[config.mk]
export PLATFORM = sky130hd
export DESIGN_NAME = cascade_timer_bank
export DESIGN_NICKNAME = d
export VERILOG_FILES = /design/src/rtl/tmr_pkg.sv /design/src/rtl/tmr_prescaler.sv /design/src/rtl/tmr_regif.sv /design/src/rtl/tmr_channel.sv /design/src/rtl/cascade_timer_bank.sv
export SDC_FILE = /design/constraint.sdc
export NUM_CORES = 1
export LEC_CHECK = 0
export BUFFER_PORTS_ARGS = -buffer_cell sky130_fd_sc_hd__buf_2
export CAP_MARGIN = 5
export CORE_UTILIZATION = 60
export DETAILED_ROUTE_END_ITERATION = 10
export PLACE_DENSITY = 0.86
export SYNTH_ARGS = -nofsm -noshare
export SYNTH_HDL_FRONTEND = slang
export SYNTH_SLANG_ARGS = --single-unit
[constraint.sdc]
create_clock -name clk -period 7.7 [get_ports clk]
set_input_delay 0.77 -clock clk [delete_from_list [all_inputs] [get_ports clk]]
set_output_delay 0.77 -clock clk [all_outputs]
set_load 0.03 [all_outputs]
[src/rtl/tmr_pkg.sv]
package tmr_pkg;
  localparam int CTRL_W  = 8;
  localparam int PSC_W   = 10;
  localparam int BIT_RUN = 7;
  localparam int BIT_IE  = 6;
  localparam int BIT_CAS = 2;

  typedef enum logic [1:0] {
    PSC_DIV1    = 2'd0,
    PSC_DIV64   = 2'd1,
    PSC_DIV256  = 2'd2,
    PSC_DIV1024 = 2'd3
  } psc_sel_e;

  typedef enum logic [1:0] {
    OFS_COUNT = 2'd0,
    OFS_CTRL  = 2'd1,
    OFS_RSV2  = 2'd2,
    OFS_RSV3  = 2'd3
  } reg_ofs_e;

  // divided-clock tick for one selection: base counter low bits all ones
  function automatic logic psc_tick(input logic [PSC_W-1:0] base,
                                    input logic [1:0] sel);
    logic t;
    case (psc_sel_e'(sel))
      PSC_DIV1:   t = 1'b1;
      PSC_DIV64:  t = &base[5:0];
      PSC_DIV256: t = &base[7:0];
      default:    t = &base;
    endcase
    return t;
  endfunction
endpackage

[src/rtl/tmr_prescaler.sv]
module tmr_prescaler #(
  parameter int PSC_W = 10
) (
  input  logic             clk,
  input  logic             rst_n,
  output logic [PSC_W-1:0] base_o
);
  logic [PSC_W-1:0] base_q;

  always_ff @(posedge clk or negedge rst_n) begin
    if (!rst_n) base_q <= '0;
    else        base_q <= base_q + 1'b1;
  end

  assign base_o = base_q;
endmodule

[src/rtl/tmr_regif.sv]
module tmr_regif
  import tmr_pkg::*;
#(
  parameter int NUM_TMR = 4,
  parameter int CNT_W   = 16
) (
  input  logic                            bus_wr,
  input  logic [$clog2(NUM_TMR)+1:0]      bus_addr,
  input  logic [NUM_TMR-1:0][CNT_W-1:0]   cnt_i,
  input  logic [NUM_TMR-1:0][CTRL_W-1:0]  ctl_i,
  output logic [NUM_TMR-1:0]              wr_rld_o,
  output logic [NUM_TMR-1:0]              wr_ctl_o,
  output logic [CNT_W-1:0]                rdata_o
);
  localparam int IDX_W = $clog2(NUM_TMR);

  logic [IDX_W-1:0] idx;
  reg_ofs_e         ofs;

  assign idx = bus_addr[IDX_W+1:2];
  assign ofs = reg_ofs_e'(bus_addr[1:0]);

  for (genvar i = 0; i < NUM_TMR; i++) begin : g_dec
    assign wr_rld_o[i] = bus_wr && (idx == IDX_W'(i)) && (ofs == OFS_COUNT);
    assign wr_ctl_o[i] = bus_wr && (idx == IDX_W'(i)) && (ofs == OFS_CTRL);
  end

  always_comb begin
    rdata_o = '0;
    for (int i = 0; i < NUM_TMR; i++) begin
      if (idx == IDX_W'(i)) begin
        case (ofs)
          OFS_COUNT: rdata_o = cnt_i[i];
          OFS_CTRL:  rdata_o = {{(CNT_W-CTRL_W){1'b0}}, ctl_i[i]};
          default:   rdata_o = '0;
        endcase
      end
    end
  end
endmodule

[src/rtl/tmr_channel.sv]
module tmr_channel
  import tmr_pkg::*;
#(
  parameter int CNT_W = 16
) (
  input  logic              clk,
  input  logic              rst_n,
  input  logic [PSC_W-1:0]  base_i,
  input  logic              wr_rld_i,
  input  logic              wr_ctl_i,
  input  logic [CNT_W-1:0]  wdata_i,
  input  logic              carry_i,
  output logic [CNT_W-1:0]  cnt_o,
  output logic [CNT_W-1:0]  rld_o,
  output logic [CTRL_W-1:0] ctl_o,
  output logic              step_o,
  output logic              ovf_o,
  output logic              start_o,
  output logic              irq_o
);
  logic [CNT_W-1:0]  cnt_q, rld_q;
  logic [CTRL_W-1:0] ctl_q;
  logic              irq_q;
  logic              run, cas, tick;

  // next count: start load, wrap reload, or plain increment
  function automatic logic [CNT_W-1:0] cnt_next(input logic [CNT_W-1:0] cur,
                                                input logic [CNT_W-1:0] rld,
                                                input logic load,
                                                input logic adv);
    logic [CNT_W-1:0] n;
    if (load)                n = rld;
    else if (adv && (&cur))  n = rld;
    else if (adv)            n = cur + 1'b1;
    else                     n = cur;
    return n;
  endfunction

  assign run     = ctl_q[BIT_RUN];
  assign cas     = ctl_q[BIT_CAS];
  assign tick    = psc_tick(base_i, ctl_q[1:0]);
  assign step_o  = run & (cas ? carry_i : tick);
  assign ovf_o   = step_o & (&cnt_q);
  assign start_o = wr_ctl_i & ~run & wdata_i[BIT_RUN];

  always_ff @(posedge clk or negedge rst_n) begin
    if (!rst_n) begin
      cnt_q <= '0;
      rld_q <= '0;
      ctl_q <= '0;
      irq_q <= 1'b0;
    end else begin
      cnt_q <= cnt_next(cnt_q, rld_q, start_o, step_o);
      irq_q <= ovf_o & ctl_q[BIT_IE];
      if (wr_rld_i) rld_q <= wdata_i;
      if (wr_ctl_i) ctl_q <= wdata_i[CTRL_W-1:0];
    end
  end

  assign cnt_o = cnt_q;
  assign rld_o = rld_q;
  assign ctl_o = ctl_q;
  assign irq_o = irq_q;
endmodule

[src/rtl/cascade_timer_bank.sv]
module cascade_timer_bank
  import tmr_pkg::*;
#(
  parameter int NUM_TMR = 4,
  parameter int CNT_W   = 16
) (
  input  logic                       clk,
  input  logic                       rst_n,
  input  logic                       bus_wr,
  input  logic [$clog2(NUM_TMR)+1:0] bus_addr,
  input  logic [CNT_W-1:0]           bus_wdata,
  output logic [CNT_W-1:0]           bus_rdata,
  output logic [NUM_TMR-1:0]         tmr_irq
);
  logic [PSC_W-1:0]                 base;
  logic [NUM_TMR-1:0]               wr_rld, wr_ctl;
  logic [NUM_TMR-1:0][CNT_W-1:0]    cnt_w, rld_w;
  logic [NUM_TMR-1:0][CTRL_W-1:0]   ctl_w;
  logic [NUM_TMR-1:0]               step_w, ovf_w, start_w, carry_w;

  tmr_prescaler #(.PSC_W(PSC_W)) psc_i (
    .clk    (clk),
    .rst_n  (rst_n),
    .base_o (base)
  );

  tmr_regif #(.NUM_TMR(NUM_TMR), .CNT_W(CNT_W)) regif_i (
    .bus_wr   (bus_wr),
    .bus_addr (bus_addr),
    .cnt_i    (cnt_w),
    .ctl_i    (ctl_w),
    .wr_rld_o (wr_rld),
    .wr_ctl_o (wr_ctl),
    .rdata_o  (bus_rdata)
  );

  for (genvar i = 0; i < NUM_TMR; i++) begin : g_ch
    // the lowest channel has no source below it; the top one feeds nothing
    if (i == 0) begin : g_base
      assign carry_w[i] = 1'b0;
    end else begin : g_link
      assign carry_w[i] = ovf_w[i-1];
    end

    tmr_channel #(.CNT_W(CNT_W)) ch_i (
      .clk      (clk),
      .rst_n    (rst_n),
      .base_i   (base),
      .wr_rld_i (wr_rld[i]),
      .wr_ctl_i (wr_ctl[i]),
      .wdata_i  (bus_wdata),
      .carry_i  (carry_w[i]),
      .cnt_o    (cnt_w[i]),
      .rld_o    (rld_w[i]),
      .ctl_o    (ctl_w[i]),
      .step_o   (step_w[i]),
      .ovf_o    (ovf_w[i]),
      .start_o  (start_w[i]),
      .irq_o    (tmr_irq[i])
    );
  end
endmodule

## Yosys cells after proc, flatten, opt, wreduce, memory -nomap -nowiden

Cells that the tools add are included.

- Flip-flop bits (word level): 174
- Input bits: 23
- Output and inout port bits: 20

- Eq/ne operators: 12
- Add/subtract/negate cells: 5
- Reductions and logical operators: 33
- Mux-type cells: 28
- Bitwise gates (word level): 24

Operator list:

| cell | number |
|---|---|
| two-way mux 16 bit | 16 |
| one-hot mux 16 bit (2 select lines) | 4 |
| adder 16 x 1 -> 16 bit (second input constant) | 4 |
| AND reduction 16 bit | 4 |
| bitwise AND 1 bit | 20 |
| logical AND 1 bit | 16 |
| == test 2 x 1 -> 1 bit (second input constant) | 6 |
| == test 2 bit (second input constant) | 6 |
| zero test 2 bit | 6 |
| one-hot mux 1 bit (3 select lines) | 4 |
| nonzero test 3 bit | 4 |
| adder 10 x 1 -> 10 bit (second input constant) | 1 |
| AND reduction 10 bit | 1 |
| AND reduction 8 bit | 1 |
| AND reduction 6 bit | 1 |
| two-way mux 1 bit | 4 |
| inverter 1 bit | 4 |

## Logic depth before layout (Yosys ltp)

- Word-level depth: 16
- Mapped depth: 11
- Mapped depth without buffers: 9

## Cells and area by module

Synthesis repeated with hierarchy kept, for this count alone.

- Cells, all modules: 895
- Area, all modules: 9,775.6 µm²

By module, submodules not included:

| module | cells each | times used | area an instance (µm²) | sequential area each (µm²) |
|---|---|---|---|---|
| tmr_channel | 186 | 4 | 2,100.8 | 1,026.0 |
| tmr_regif | 116 | 1 | 954.7 | 0.0 |
| tmr_prescaler | 34 | 1 | 414.1 | 250.2 |
| cascade_timer_bank | 1 | 1 | 3.8 | 0.0 |

## Least setup slack after synthesis

OpenSTA, ideal clock, no wires.

- Path type: input to output
- Start: input port bus_addr[2]
- End: output port bus_rdata[6]
- Buffers on the path: 2
- Slack: 4,481 ps
- Cell stages on the path: 5
- Arrival time: 2,449 ps
- Path through: clkbuf_1 -> nor4b_1 -> clkbuf_1 -> a22oi_1 -> o211ai_1

- Word-level cells in the longest chain between the ends: 5

Ends and longest elaborated chain:

| item | RTL line | source |
|---|---|---|
| from (decl) | cascade_timer_bank.sv:10 | `input logic [$clog2(NUM_TMR)+1:0] bus_addr,` |
| zero test 2 bit | tmr_regif.sv:31 | `if (idx == IDX_W'(i)) begin` |
| two-way mux 16 bit (3 in a row) | tmr_regif.sv:31 |  |
| two-way mux 16 bit (*) | tmr_regif.sv:31 |  |
| to (decl) | cascade_timer_bank.sv:12 | `output logic [CNT_W-1:0] bus_rdata,` |

Every way passes the cells marked *; elsewhere a longest branch is shown, timed or not.

## Worst setup path after layout

- Start: register g_ch[1].ch_i.cnt_q[0]
- End: register g_ch[3].ch_i.cnt_q[9]

- Word-level cells in the longest chain between the ends: 10

Ends and longest elaborated chain:

| item | RTL line | source |
|---|---|---|
| from (decl) | tmr_channel.sv:21 | `logic [CNT_W-1:0] cnt_q, rld_q;` |
| from (signal assigned) | tmr_channel.sv:53 | `cnt_q <= cnt_next(cnt_q, rld_q, start_o, step_o);` |
| AND reduction 16 bit (*) | tmr_channel.sv:43 | `assign ovf_o = step_o & (&cnt_q);` |
| bitwise AND 1 bit (*) | tmr_channel.sv:43 |  |
| two-way mux 1 bit (*) | tmr_channel.sv:42 | `assign step_o = run & (cas ? carry_i : tick);` |
| bitwise AND 1 bit (*) | tmr_channel.sv:42 |  |
| bitwise AND 1 bit (*) | tmr_channel.sv:43 |  |
| two-way mux 1 bit (*) | tmr_channel.sv:42 |  |
| bitwise AND 1 bit (*) | tmr_channel.sv:42 |  |
| logical AND 1 bit | tmr_channel.sv:33 | `else if (adv && (&cur)) n = rld;` |
| two-way mux 16 bit | tmr_channel.sv:33 |  |
| two-way mux 16 bit | tmr_channel.sv:32 | `if (load) n = rld;` |
| to (signal assigned) | tmr_channel.sv:53 |  |
| to (decl) | tmr_channel.sv:21 |  |

Marks and branches as above.
A chain may end at the register's enable or synchronous reset.

==> impl_metrics.yaml <==
yosys:
  syn_area_mm2: 0.00902
  synthCells: 890
  syn_nets: 918
  yosys-mux-area-fraction: 0.137
  avgSynthCellArea_um2: 10.1
  ys.flop_type: "dfrtp_1"
  ys_async_sr_fraction: 1.00
  synth_edf_count: 0
  synth-xor-area-share: 0.00873
  yosysWarningCount: 0
  yosys.area_share.simple: 0.160
  synth_compound_area_frac: 0.172
  yosysTopAreaCell: "dfrtp_1"
  synthTopCellsByArea: "dfrtp_1 (48%), mux2_2 (12%), a21oi_1 (4.9%)"
  synth_top_family_by_area: "compound AO/OA/AOI/OAI gates"
  synth_top_area_share: 0.482
  yosys.area_share.adder: 0.00693
  ys_types: 70
  yosysSeqAreaShare: 0.482
  synth-seq-cells: 174
worst_setup_path:
  cp_slowest_stage_delay_ns: 0.68
  start_kind: "flip-flop"
  crit_slowest_cell: "nor4_1"
  arrival_ns: 3.71
  worstPathCellList: "ha_1 -> nand4_1 -> nor4_1 -> nand2_1 -> a2111oi_4 -> o21bai_4 -> nand2_2 -> a21oi_1 -> o221a_2"
  worstPathRequired_ns: 8.02
  end_kind: "flip-flop"
  timing.critical_path.fanout_max: 15
  critPathKind: "reg -> reg"
place:
  globalplace.congestion: 0.967
  dp.final_hpwl_mm: 17.3
  io_buffers: 42
power_and_ir_drop:
  power.internal_mw: 1.88
  p_clk_frac: 0.318
  vdd_drop_max_mv: 0.199
  p_sw_frac: 0.320
  power_frac_comb: 0.187
  power_density_mw_per_mm2: 278
  sequentialPowerShare: 0.495
  switchingPower_mw: 0.881
  total_leakage_power_nw: 4.36
  power.total_mw: 2.76
die:
  io_pins: 43
  dieArea_mm2: 0.0155
  fp.coreArea_mm2: 0.0146
  die_w_um: 125
  fp.dieH_um: 125
  fp-row-count: 44
  start_util: 0.619
clock_tree:
  clk_pin_slew_ns: 0.06
  cts_tree: "yes"
  cts-buffers-inserted: 17
  clock_sink_count: 174
  ctsResizeCount: 0
  cts-root-buf: "clkbuf_16"
  cts.htree.levels: 4
  clk_latency_ns: 0.43
  clockBufferDepth: 2
  postCtsSetupBuffers: 0
  ctsHoldBuffers: 0
global_routing:
  grt_pass1_vias: 7459
  gr-usage-all-layers: 0.340
  grt_pass1_wl_mm: 40.4
  grt_max_degree: 104
  antenna_found_initial: 0
  overflow: 0
drt:
  wl_per_cell_um: 23.1
  drt_iter0_drc: 1102
  finalWirelength_mm: 25.4
  avgViaCountPerCell: 6.98
  ant_nets: 0
  vias: 7697
  drc: 0
  drt-pass1-iter-count: 8
status:
  outcome: "finished, final reports clean"
timing:
  slew_headroom: 0.214
  fin_tns_setup_ns: 0
  rsz0062_at_grt: "false"
  hold_viol_final: 0
  worst_pin_slew_ns: 1.17
  final-setup-viol-count: 0
  fmax_ghz: 0.295
  period_needed_ns: 3.39
  finClkSkew_ns: 0.00680
  finalCritPeriodShare: 0.441
  maxSlewViolCount: 0
layout:
  layout_commonest_cell: "dfrtp_1"
  syn2layout_area_growth_pct: 9.88
  mostFrequentLayoutCells: "dfrtp_1 (174), mux2_2 (96), a21oi_1 (88)"
  drive_gt1_frac: 0.221
  antenna_cells: 0
  fin_nets: 934
min_path:
  min_path_type: "in -> async"
run:
  drv_cap: 0
[layer usage]
metal  global-route usage  up-vias  share of wire
li1                     -     3340              -
met1                0.464     3819           0.40
met2                0.521      453           0.47
met3               0.0786       85          0.097
met4                0.149        0          0.040
met5                    0        -              0
[power by group through the flow]
stage	sequential, mW	clock, mW	combinational, mW
2_1_floorplan	1.26	0	0.407
6_report	1.37	0.876	0.516
5_1_grt	1.39	0.915	0.566
3_5_place_dp	1.36	0	0.510
3_3_place_gp	1.35	0	0.485
4_1_cts	1.35	0.879	0.513
[worst max-delay path: cells and delay by family, from the launching register on]
| kind | cells | cell delay [ns] |
|---|---|---|
| compound gates | 4 | 1.22 |
| fa+ha+maj | 1 | 0.26 |
| flops | 1 | 0.44 |
| simple gates | 4 | 1.36 |
[state kept, by name, summed over array words and instances, names as in the netlist]
signal           cells
psc_i.base_o        10
g_ch.ch_i.cnt_o     64
g_ch.ch_i.rld_o     64
g_ch.ch_i.ctl_o     32
g_ch.ch_i.irq_o      4
[Yosys cell counts, drive strengths merged, types with 5 or more instances]
| library cell | instances |
|---|---|
| nor2 | 46 |
| and3 | 17 |
| a22oi | 8 |
| nor4 | 5 |
| nand2 | 88 |
| inv | 18 |
| o221a | 5 |
| o21ai | 60 |
| nand2b | 10 |
| nor2b | 6 |
| mux2i | 13 |
| a211o | 6 |
| nand4 | 29 |
| xor2 | 5 |
| a221oi | 5 |
| dfrtp | 174 |
| nand3 | 47 |
| mux2 | 96 |
| o22ai | 6 |
| buf | 13 |
| a222oi | 15 |
| o211ai | 9 |
| ha | 5 |
| and2 | 9 |
| nor3 | 11 |
| clkbuf | 40 |
| a21oi | 89 |
[final cells by class]
cell class	instances	area [um^2]
inverter	18	67.6
tap	184	230
clock buffer	20	447
clock inverter	11	143
fill	1080	4670
timing repair buffer	51	284
multi-input combinational	644	4390
sequential	174	4350
[worst paths after layout]
path / startpoint / endpoint / slack (ns) / cells after the start
min in group clk: psc_i.base_o[0]$_DFF_PN0_ / psc_i.base_o[0]$_DFF_PN0_ / 0.48 / 1
max in group asynchronous: rst_n / g_ch[3].ch_i.rld_o[2]$_DFFE_PN0P_ / 5.78 / 2
worst min register to register: psc_i.base_o[0]$_DFF_PN0_ / psc_i.base_o[0]$_DFF_PN0_ / 0.48 / 1
worst max-delay path: g_ch[1].ch_i.cnt_o[0]$_DFFE_PN0P_ / g_ch[3].ch_i.cnt_o[9]$_DFFE_PN0P_ / 4.31 / 9
worst max register to register: g_ch[1].ch_i.cnt_o[0]$_DFFE_PN0P_ / g_ch[3].ch_i.cnt_o[9]$_DFFE_PN0P_ / 4.31 / 9
worst min-delay path: rst_n / g_ch[1].ch_i.rld_o[3]$_DFFE_PN0P_ / 0.43 / 1
[cell families after synthesis]
| logic type | after synthesis |
|---|---|
| AOI/OAI and AO/OA | 233 |
| xor gates and xnor gates | 9 |
| adders and majority gates | 5 |
| buffers and inverters | 72 |
| DFF | 174 |
| muxes | 110 |
| and+or+nand+nor | 287 |
[per-stage QoR]
step | hold WS (ns) | area [um^2] | instances | util | setup WS, ns
after floorplan | 0.443 | 9020 | 890 | - | 4.48
after global placement | 0.455 | 9330 | 1071 | 0.639 | 4.41
after detailed placement | 0.467 | 9330 | 1071 | 0.639 | 4.37
after CTS | 0.480 | 9920 | 1102 | 0.680 | 4.38
after global routing | 0.504 | 9920 | 1102 | 0.680 | 4.13
final | 0.430 | 9920 | 1102 | 0.680 | 4.31
(Power assumes the default switching activity.)
